### src/rtl/fwg_pkg.sv
package fwg_pkg;
  localparam int ADDR_W   = 21;
  localparam int DATA_W   = 8;
  localparam int SECT_W   = 5;
  localparam int GRP_LOG2 = 2;
  localparam int GRP_W    = SECT_W - GRP_LOG2;
  localparam int NGRP     = 1 << GRP_W;

  typedef enum logic [1:0] {WS_IDLE, WS_PEND, WS_ACT} wstate_e;

  // Top address bits select one of the uniform sectors.
  function automatic logic [SECT_W-1:0] sector_of(input logic [ADDR_W-1:0] a);
    return a[ADDR_W-1 -: SECT_W];
  endfunction

  // Adjacent sectors are lumped into lock groups.
  function automatic logic [GRP_W-1:0] group_of(input logic [ADDR_W-1:0] a);
    logic [SECT_W-1:0] s;
    s = sector_of(a);
    return s[SECT_W-1 -: GRP_W];
  endfunction

  // Three-pin level that lets a bus write proceed.
  function automatic logic write_level(input logic ce_n, input logic we_n, input logic oe_n);
    return !ce_n && !we_n && oe_n;
  endfunction
endpackage

### src/rtl/fwg_sync.sv
module fwg_sync #(
  parameter int W = 1,
  parameter int N = 2,
  parameter logic [W-1:0] RST = '0
) (
  input  logic         clk,
  input  logic         rst_n,
  input  logic [W-1:0] d,
  output logic [W-1:0] q
);
  logic [W-1:0] stage_q [N];

  always_ff @(posedge clk or negedge rst_n) begin
    if (!rst_n) begin
      for (int i = 0; i < N; i++) stage_q[i] <= RST;
    end else begin
      stage_q[0] <= d;
      for (int i = 1; i < N; i++) stage_q[i] <= stage_q[i-1];
    end
  end

  assign q = stage_q[N-1];
endmodule

### src/rtl/fwg_qual.sv
module fwg_qual
  import fwg_pkg::*;
#(
  parameter int SYNC_N = 2,
  parameter int MIN_W  = 2
) (
  input  logic              clk,
  input  logic              rst_n,
  input  logic              ce_n_s,
  input  logic              we_n_s,
  input  logic              oe_n_s,
  input  logic              hold_s,
  input  logic [ADDR_W-1:0] addr_s,
  input  logic [DATA_W-1:0] data_s,
  output logic              stb,
  output logic [ADDR_W-1:0] cap_addr,
  output logic [DATA_W-1:0] cap_data,
  output logic              cmd_reset
);
  localparam int WARM = SYNC_N;
  localparam int WW   = $clog2(WARM + 1);
  localparam int CW   = $clog2(MIN_W + 1);

  wstate_e       st_q;
  logic [WW-1:0] warm_q;
  logic [CW-1:0] cnt_q;
  logic [CW-1:0] cond_run_q;
  logic          armed_q;

  // Named internal events
  logic wr_lvl, end_by_strobe, settled, go, start_evt, qual_evt, emit_evt, abort_evt;

  assign wr_lvl        = write_level(ce_n_s, we_n_s, oe_n_s);
  assign end_by_strobe = ce_n_s | we_n_s;
  assign settled       = (int'(warm_q) == WARM);
  assign go            = settled && !hold_s;
  assign start_evt     = go && (st_q == WS_IDLE) && wr_lvl && armed_q;
  assign qual_evt      = go && ((start_evt && (MIN_W <= 1)) ||
                         ((st_q == WS_PEND) && wr_lvl && (int'(cnt_q) >= MIN_W - 1)));
  assign emit_evt      = go && (st_q == WS_ACT) && !wr_lvl && end_by_strobe;
  assign abort_evt     = go && (st_q == WS_ACT) && !wr_lvl && !end_by_strobe;
  assign cmd_reset     = !go;

  // Settle counter: covers synchronizer fill after reset or lockout
  always_ff @(posedge clk or negedge rst_n) begin
    if (!rst_n)                    warm_q <= '0;
    else if (hold_s)               warm_q <= '0;
    else if (int'(warm_q) != WARM) warm_q <= warm_q + 1'b1;
  end

  // Arming: a fresh entry into the write level is required
  always_ff @(posedge clk or negedge rst_n) begin
    if (!rst_n)       armed_q <= 1'b0;
    else if (!go)     armed_q <= 1'b0;
    else if (!wr_lvl) armed_q <= 1'b1;
  end

  always_ff @(posedge clk or negedge rst_n) begin
    if (!rst_n) begin
      st_q     <= WS_IDLE;
      cnt_q    <= '0;
      stb      <= 1'b0;
      cap_addr <= '0;
      cap_data <= '0;
    end else begin
      stb <= 1'b0;
      if (!go) begin
        st_q <= WS_IDLE;
      end else begin
        case (st_q)
          WS_IDLE: if (start_evt) begin
            cap_addr <= addr_s;
            cap_data <= data_s;
            cnt_q    <= CW'(1);
            st_q     <= qual_evt ? WS_ACT : WS_PEND;
          end
          WS_PEND: begin
            if (!wr_lvl) st_q <= WS_IDLE;
            else begin
              cap_data <= data_s;
              if (qual_evt) st_q <= WS_ACT;
              else          cnt_q <= cnt_q + 1'b1;
            end
          end
          WS_ACT: begin
            if (wr_lvl) cap_data <= data_s;
            else begin
              st_q <= WS_IDLE;
              stb  <= emit_evt;
            end
          end
          default: st_q <= WS_IDLE;
        endcase
      end
    end
  end

  // Independent run-length of the write level, for checking only
  always_ff @(posedge clk or negedge rst_n) begin
    if (!rst_n)                        cond_run_q <= '0;
    else if (!wr_lvl)                  cond_run_q <= '0;
    else if (int'(cond_run_q) < MIN_W) cond_run_q <= cond_run_q + 1'b1;
  end

  assert_one_clk_strobe_R3: assert property (@(posedge clk) disable iff (!rst_n)
    stb |=> !stb);
  assert_min_width_R2: assert property (@(posedge clk) disable iff (!rst_n)
    (st_q == WS_ACT && $past(st_q) != WS_ACT) |-> int'(cond_run_q) >= MIN_W);
  assert_lockout_R7: assert property (@(posedge clk) disable iff (!rst_n)
    !go |=> (st_q == WS_IDLE) && !stb);
  assert_addr_hold_R4: assert property (@(posedge clk) disable iff (!rst_n)
    (st_q != WS_IDLE) |=> $stable(cap_addr));
  assert_fresh_edge_R8: assert property (@(posedge clk) disable iff (!rst_n)
    start_evt |-> !$past(wr_lvl));
  assert_oe_cancel_R6: assert property (@(posedge clk) disable iff (!rst_n)
    abort_evt |=> !stb);
endmodule

### src/rtl/fwg_prot.sv
module fwg_prot
  import fwg_pkg::*;
(
  input  logic              clk,
  input  logic              rst_n,
  input  logic              ld,
  input  logic [NGRP-1:0]   ld_val,
  input  logic              hv_s,
  input  logic [ADDR_W-1:0] tgt_addr,
  output logic              locked
);
  logic [NGRP-1:0] prot_q;
  logic [GRP_W-1:0] grp;

  always_ff @(posedge clk or negedge rst_n) begin
    if (!rst_n)  prot_q <= '0;
    else if (ld) prot_q <= ld_val;
  end

  assign grp    = group_of(tgt_addr);
  assign locked = prot_q[grp] & ~hv_s;

  assert_prot_hold_R11: assert property (@(posedge clk) disable iff (!rst_n)
    !ld |=> $stable(prot_q));
endmodule

### src/rtl/flash_wr_qual.sv
module flash_wr_qual
  import fwg_pkg::*;
#(
  parameter int SYNC_N = 2,
  parameter int MIN_W  = 2
) (
  input  logic              clk,
  input  logic              rst_n,
  input  logic              ce_n,
  input  logic              we_n,
  input  logic              oe_n,
  input  logic              supply_low,
  input  logic              rp_low,
  input  logic              rp_hv,
  input  logic [ADDR_W-1:0] addr,
  input  logic [DATA_W-1:0] din,
  input  logic              prot_ld,
  input  logic [NGRP-1:0]   prot_din,
  output logic              wr_stb,
  output logic [ADDR_W-1:0] wr_addr,
  output logic [DATA_W-1:0] wr_data,
  output logic              wr_blocked,
  output logic              cmd_reset
);
  localparam int BUS_W = ADDR_W + DATA_W;

  logic [2:0]       strobe_s;
  logic [2:0]       flag_s;
  logic [BUS_W-1:0] bus_s;
  logic             stb, locked, hv_s, hold_s;

  // Strobes idle high; flags idle low; bus delayed to stay aligned
  fwg_sync #(.W(3), .N(SYNC_N), .RST(3'b111)) u_sync_strobe (
    .clk(clk), .rst_n(rst_n), .d({ce_n, we_n, oe_n}), .q(strobe_s));
  fwg_sync #(.W(3), .N(SYNC_N), .RST(3'b000)) u_sync_flag (
    .clk(clk), .rst_n(rst_n), .d({supply_low, rp_low, rp_hv}), .q(flag_s));
  fwg_sync #(.W(BUS_W), .N(SYNC_N), .RST('0)) u_sync_bus (
    .clk(clk), .rst_n(rst_n), .d({addr, din}), .q(bus_s));

  assign hold_s = flag_s[2] | flag_s[1];
  assign hv_s   = flag_s[0];

  fwg_qual #(.SYNC_N(SYNC_N), .MIN_W(MIN_W)) u_qual (
    .clk(clk), .rst_n(rst_n),
    .ce_n_s(strobe_s[2]), .we_n_s(strobe_s[1]), .oe_n_s(strobe_s[0]),
    .hold_s(hold_s),
    .addr_s(bus_s[BUS_W-1 -: ADDR_W]), .data_s(bus_s[DATA_W-1:0]),
    .stb(stb), .cap_addr(wr_addr), .cap_data(wr_data), .cmd_reset(cmd_reset));

  fwg_prot u_prot (
    .clk(clk), .rst_n(rst_n), .ld(prot_ld), .ld_val(prot_din),
    .hv_s(hv_s), .tgt_addr(wr_addr), .locked(locked));

  assign wr_stb     = stb;
  assign wr_blocked = stb & locked;

  assert_hv_unlocks_R12: assert property (@(posedge clk) disable iff (!rst_n)
    (wr_stb && wr_blocked) |-> !hv_s);
  assert_no_stb_in_reset_R9: assert property (@(posedge clk) disable iff (!rst_n)
    hold_s |=> !wr_stb);
endmodule

### config.mk
export PLATFORM = sky130hd
export DESIGN_NAME = flash_wr_qual
export DESIGN_NICKNAME = d
export VERILOG_FILES = /design/src/rtl/fwg_pkg.sv /design/src/rtl/fwg_sync.sv /design/src/rtl/fwg_qual.sv /design/src/rtl/fwg_prot.sv /design/src/rtl/flash_wr_qual.sv
export SDC_FILE = /design/constraint.sdc
export NUM_CORES = 1
export LEC_CHECK = 0
export BUFFER_PORTS_ARGS = -buffer_cell sky130_fd_sc_hd__buf_2
export CAP_MARGIN = 20
export CORE_MARGIN = 1.5
export CORE_UTILIZATION = 35
export CTS_BUF_LIST = sky130_fd_sc_hd__clkbuf_2
export CTS_CLUSTER_DIAMETER = 150
export CTS_CLUSTER_SIZE = 40
export DETAILED_ROUTE_END_ITERATION = 16
export GPL_ROUTABILITY_DRIVEN = 0
export PLACE_DENSITY = 0.61
export SLEW_MARGIN = 30
export SYNTH_ARGS = -nofsm -noshare
export SYNTH_HDL_FRONTEND = slang
export SYNTH_SLANG_ARGS = --single-unit
### constraint.sdc
create_clock -name clk -period 1.7 [get_ports clk]
set_input_delay 0.34 -clock clk [delete_from_list [all_inputs] [get_ports clk]]
set_output_delay 0.34 -clock clk [all_outputs]
set_load 0.01 [all_outputs]
# After elaboration in Yosys (flattened, before gate mapping)
# Cells that the tools add are included.
[totals]
register_bits = 115
inputBits = 46
output_inout_bits = 32
word_cells = 84
[op_classes]
add_sub_neg = 2
n_lt_le_gt_ge = 2
eq_ne = 12
n_mux = 23
bitwise = 5
n_reduce_logical = 26
[op_table]
columns = ["operator", "count"]
rows = [
  ["2-to-1 mux 2 bit", 11],
  ["2-to-1 mux 8 bit", 2],
  ["one-hot mux 8 bit (2 select lines)", 1],
  ["logical AND 1 bit", 12],
  ["2-to-1 mux 1 bit", 6],
  ["inequality test 2 x 1 -> 1 bit (second input constant)", 3],
  ["inequality test 2 bit (second input constant)", 3],
  ["inequality test 3 bit (second input constant)", 2],
  ["one-hot mux 2 bit (3 select lines)", 1],
  ["AND reduction 3 bit", 2],
  ["nonzero test 2 bit", 3],
  ["logical NOT 1 bit", 5],
  ["AND reduction 5 bit", 1],
  ["adder 2 x 1 -> 2 bit (second input constant)", 2],
  ["== test 2 bit (second input constant)", 2],
  ["< comparator 3 x 4 -> 1 bit (second input constant)", 1],
  ["inequality test 4 bit (second input constant)", 1],
  ["one-hot mux 2 bit (2 select lines)", 1],
  ["AND reduction 4 bit", 1],
  ["binary-select mux 1 bit (select 3 bit)", 1],
  ["bitwise AND 1 bit", 2],
  ["== test 2 x 1 -> 1 bit (second input constant)", 1],
  [">= comparator 2 x 1 -> 1 bit (second input constant)", 1],
  ["logical NOT 2 bit", 1],
  ["3 further kinds", 4],
]

# Depth between registers and ports, before layout
[depth]
word_depth = 10
depth_mapped = 7

# Modules after synthesis
# A second synthesis with hierarchy kept.
[unflattened]
cells_unflattened = 248
hier_area_um2 = 4046.4
[modules_own_cells]
columns = ["mod", "n_inst", "cells_per_inst", "area_each_um2", "seq_area_each_um2"]
rows = [
  ["fwg_sync at u_sync_bus", 1, 87, 1669.1, 1451.4],
  ["fwg_qual", 1, 116, 1642.8, 925.9],
  ["fwg_prot", 1, 25, 369.1, 200.2],
  ["fwg_sync at u_sync_strobe", 1, 9, 180.2, 157.7],
  ["fwg_sync at u_sync_flag", 1, 9, 172.7, 150.1],
  ["flash_wr_qual", 1, 2, 12.5, 0.0],
]

# Worst setup path before layout
# OpenSTA, ideal clock, no wires.
[synth_timing]
kind = "reg2reg"
startpoint = "register u_qual.warm_q[0]"
endpoint = "register u_qual.cap_data[0]"
arrival_ns = 1.695
t_required_ns = 1.575
path_slack_ns = -0.120
stages_incl_launch_ff = 7
n_path_buf = 0
synth_period_minus_slack_ns = 1.820
path_cell_list = "dfrtp_1 -> inv_1 -> ha_1 -> nor3b_4 -> nand2_1 -> a21oi_2 -> mux2_2"
[synth_between]
elab_chain_len = 7
[synth_rtl]
columns = ["item", "line", "source"]
rows = [
  ["from (decl)", "fwg_qual.sv:25", "logic [WW-1:0] warm_q;"],
  ["== test 2 bit (*)", "fwg_qual.sv:35", "assign settled = (int'(warm_q) == WARM);"],
  ["logical AND 1 bit (*)", "fwg_qual.sv:36", "assign go = settled && !hold_s;"],
  ["logical AND 1 bit (3 in a row)", "fwg_qual.sv:37", "assign start_evt = go && (st_q == WS_IDLE) && wr_lvl && armed_q;"],
  ["inequality test 2 x 1 -> 1 bit (no line)", "n/a", ""],
  ["AND reduction 4 bit (no line) (*)", "n/a", ""],
  ["to (signal assigned)", "fwg_qual.sv:73", "cap_data <= data_s;"],
  ["to (signal assigned)", "fwg_qual.sv:80", "cap_data <= data_s;"],
  ["to (signal assigned)", "fwg_qual.sv:86", "if (wr_lvl) cap_data <= data_s;"],
  ["to (decl)", "fwg_qual.sv:17", "output logic [DATA_W-1:0] cap_data,"],
]
# Every way passes the cells marked *; elsewhere a longest branch is shown, timed or not.
# A chain may end at the register's enable or synchronous reset.

# Final worst setup path
[layout_timing]
startpoint = "register u_qual.cap_addr[18]"
endpoint = "output port wr_blocked"
[layout_between]
elab_chain_len = 4
[layout_rtl]
columns = ["item", "line", "source"]
rows = [
  ["from (decl)", "fwg_qual.sv:16", "output logic [ADDR_W-1:0] cap_addr,"],
  ["from (signal assigned)", "fwg_qual.sv:72", "cap_addr <= addr_s;"],
  ["binary-select mux 1 bit (select 3 bit)", "fwg_prot.sv:21", "assign locked = prot_q[grp] & ~hv_s;"],
  ["2-to-1 mux 1 bit (implied by the code)", "fwg_prot.sv:21", ""],
  ["bitwise AND 1 bit", "fwg_prot.sv:21", ""],
  ["bitwise AND 1 bit", "flash_wr_qual.sv:55", "assign wr_blocked = stb & locked;"],
  ["to (decl)", "flash_wr_qual.sv:22", "output logic wr_blocked,"],
]
# No other way between the ends. The select of a mux whose other input is x is not followed.

==> impl_metrics.ini <==
[layout]
areaGrowthSynthToFinish_pct = 45.8
layout.nets = 422
drive_gt1_share_pct = 50.4
diodes = 0

[die]
die_area_mm2 = 0.0113
coreArea_mm2 = 0.0103
die_height_um = 106
num_io_pins = 78
die_w_um = 106
rows = 37
initial_core_util_pct = 36.1

[global_routing]
overflow = 0
track_usage_pct = 14.1
grt_pass1_wl_um = 11800
grt_pass1_vias = 2434
antenna_found_initial = 0
grt_max_degree = 49

[min_path]
hold_path_end = u_prot.prot_q[5]
hold_path.class = input pin to flop
hold_depth = 2
hp-start = prot_ld

[synth]
synth.most_common_cell = dfrtp_1
netlist_top_cells_count = dfrtp_1 (109), mux2_2 (36), nand2_1 (7), dfstp_2 (6), ha_1 (6)
yosys-top-cells-area = dfrtp_1 (73%), mux2_2 (11%), dfstp_2 (4.2%)
yosysSeqAreaShare_pct = 77.5
yosys_register_bits = 115
ys_warn_count = 0
netlist_area_mm2 = 0.00372
synthArstFlopShare_pct = 100
ys_types = 30
synth-main-ff-cell = dfrtp_1
synth-edff-count = 0
synth_nets = 262
yosysTopAreaCellShare_pct = 73.2
yosysTopAreaCell = dfrtp_1
synth_area_per_cell_um2 = 17.7
synthCells = 210

[timing]
setup_ws_ns = -0.602
slew_viol_final = 0
setup-tns-final_ns = -2.85
max-slew-margin-rel_pct = 74.0
fin_worst_skew_ns = 0.0323
fin_crit_sh_pct = 135
final-setup-viol-count = 25
fmax_ghz = 0.434
hold_viol_final = 0
rsz0062_at_grt = yes
worstMarginPinSlew_ns = 0.390
worst_hold_slack_ns = 0.126
period_minus_slack_ns = 2.30

[drt]
drt-pass1-iter-count = 4
via_per_inst = 4.42
route.detailed.drc = 0
drt_iter0_markers = 79
postRouteAntennaNets = 0
via_count = 2294
wirelength_um = 7160
wl_per_cell_um = 13.8

[clock_tree]
cts_max_path_buffers = 2
clock_latency_ns = 0.62
htree_num_levels = 4
cts_sinks = 115
cts_tree = yes
cts_buffers = 17
clk_pin_slew_ns = 0.17
root_buffer = clkbuf_2

[placed_design]
dpl.hpwl_um = 4180
port_buffers = 77
place_ws_ns = -0.0394

[critical_path]
path_max_fanout = 4
crit-reg2reg-launch = u_qual.warm_q[0]
r2r_cells = 9
worst-r2r-setup-slack_ns = -0.14
endpoint_kind = primary output
crit_type = flop to primary output
reg2reg_to = u_qual.cap_addr[18]
crit_arrival_ns = 1.96
cp.required_ns = 1.36
start_kind = flop

[run]
drv_cap = 0

[power]
p_int_uw = 3840
leakage_uw = 0.00260
ir_drop_mv = 0.626
combPwrFrac_pct = 5.5
p_switching_uw = 1170
p_per_area_mw_per_mm2 = 923
power.clock.fraction_pct = 36.9
sw_frac_of_total_pct = 23.4
seqPwrFrac_pct = 57.6

[run_status]
status = finished, violations left
violations = setup timing
-- cell usage in the layout (no fill, tap or decap), drive strengths merged --
| cell | instances |
|---|---|
| o22a | 1 |
| buf | 99 |
| dlygate4sd3 | 45 |
| nor3 | 2 |
| clkbuf | 19 |
| bufinv | 3 |
| mux2 | 37 |
| dfstp | 6 |
| nor2 | 6 |
| clkinv | 5 |
| o21a | 1 |
| dfrtp | 109 |
| o21ai | 3 |
| or3 | 1 |
| o32ai | 2 |
| clkinvlp | 4 |
| a22oi | 1 |
| nor2b | 1 |
| nand2 | 7 |
| inv | 7 |
| nand2b | 1 |
| a21oi | 4 |
| nand3 | 3 |
| nor3b | 3 |
| mux4 | 2 |
| or3b | 1 |
| xor2 | 1 |
| mux2i | 3 |
| ha | 6 |
-- power by group through the flow --
stage / Combinational (uW) / Sequential (uW) / Clock [uW]
CTS: 274 / 2890 / 1930
global route: 305 / 2900 / 2070
finish: 276 / 2890 / 1850
detailed placement: 186 / 2940 / 0
global placement: 181 / 2930 / 0
floorplan: 45.7 / 2920 / 0
-- stage by stage --
step | power, uW | util [%] | cell area, um2 | instances
floorplan | 2970 | - | 3750 | 210
global placement | 3110 | 43.1 | 4450 | 434
detailed placement | 3120 | 43.1 | 4450 | 434
CTS | 5100 | 52.3 | 5400 | 520
global route | 5280 | 52.6 | 5430 | 519
finish | 5010 | 52.6 | 5430 | 519
-- worst max-delay path by stage --
stage / from / endpoint / slack (ns) / depth (start not counted)
3_5_place_dp: u_qual.cap_addr[18] / wr_blocked / -0.04 / 4
4_1_cts: u_qual.cap_addr[18] / wr_blocked / -0.70 / 4
3_3_place_gp: u_qual.cap_addr[18] / wr_blocked / -0.02 / 4
6_report: u_qual.cap_addr[18] / wr_blocked / -0.60 / 4
2_1_floorplan: u_qual.warm_q[0] / u_qual.cap_addr[0] / -0.06 / 7
5_1_grt: u_qual.cap_addr[18] / wr_blocked / -0.77 / 4
-- critical path, cell delays in order (launching register included) --
cell and delay, ns:
dfrtp_2 0.44, mux4_2 0.54, mux2i_4 0.19, nor3b_2 0.06, buf_2 0.14
-- metal layers --
layer,global-route usage (%),wire length [um]
met5,0,0
met4,6.37,93
met3,5.70,381
met2,22.3,3640
met1,16.9,3040
-- sequential cells by signal, indices dropped and copies added, names as in the netlist --
signal / cells
u_prot.prot_q: 8
u_qual.armed_q: 1
u_qual.cap_addr: 21
u_qual.cap_data: 8
u_qual.cnt_q: 2
u_qual.st_q: 2
u_qual.stb: 1
u_qual.warm_q: 2
u_sync_bus.q: 29
u_sync_bus.stage_q: 29
u_sync_flag.q: 3
u_sync_flag.stage_q: 3
u_sync_strobe.q: 3
u_sync_strobe.stage_q: 3
-- kinds of logic after synthesis --
group	after synthesis	synth area share [%]
and+or+nand+nor	25	3.83
AOI/OAI and AO/OA	12	2.15
muxes	42	13.2
xor gates and xnor gates	1	0.235
adders and majority gates	6	2.02
DFF	115	77.5
buffers and inverters	9	1.11
-- cell type report --
cell class / instances / area, um2
multi-input cells: 86 / 983
inverters: 6 / 22.5
fillers: 873 / 4890
flip-flops and latches: 115 / 2890
repair buffers: 144 / 1110
clock inverters: 13 / 160
clock buffers: 19 / 95.1
well taps: 136 / 170
-- what timing repair did --
| item | in CTS | in global routing |
|---|---|---|
| resized for setup | 43 | 16 |
| hold buffers | 45 | 0 |
| cloned | 1 | 0 |
| endpoints found under the setup margin | 27 | 38 |
| pin swaps | 3 | 5 |
| setup buffers | 9 | 4 |
| hold endpoints to repair | 158 | 0 |
No activity file was read; power rests on OpenSTA's default activity.
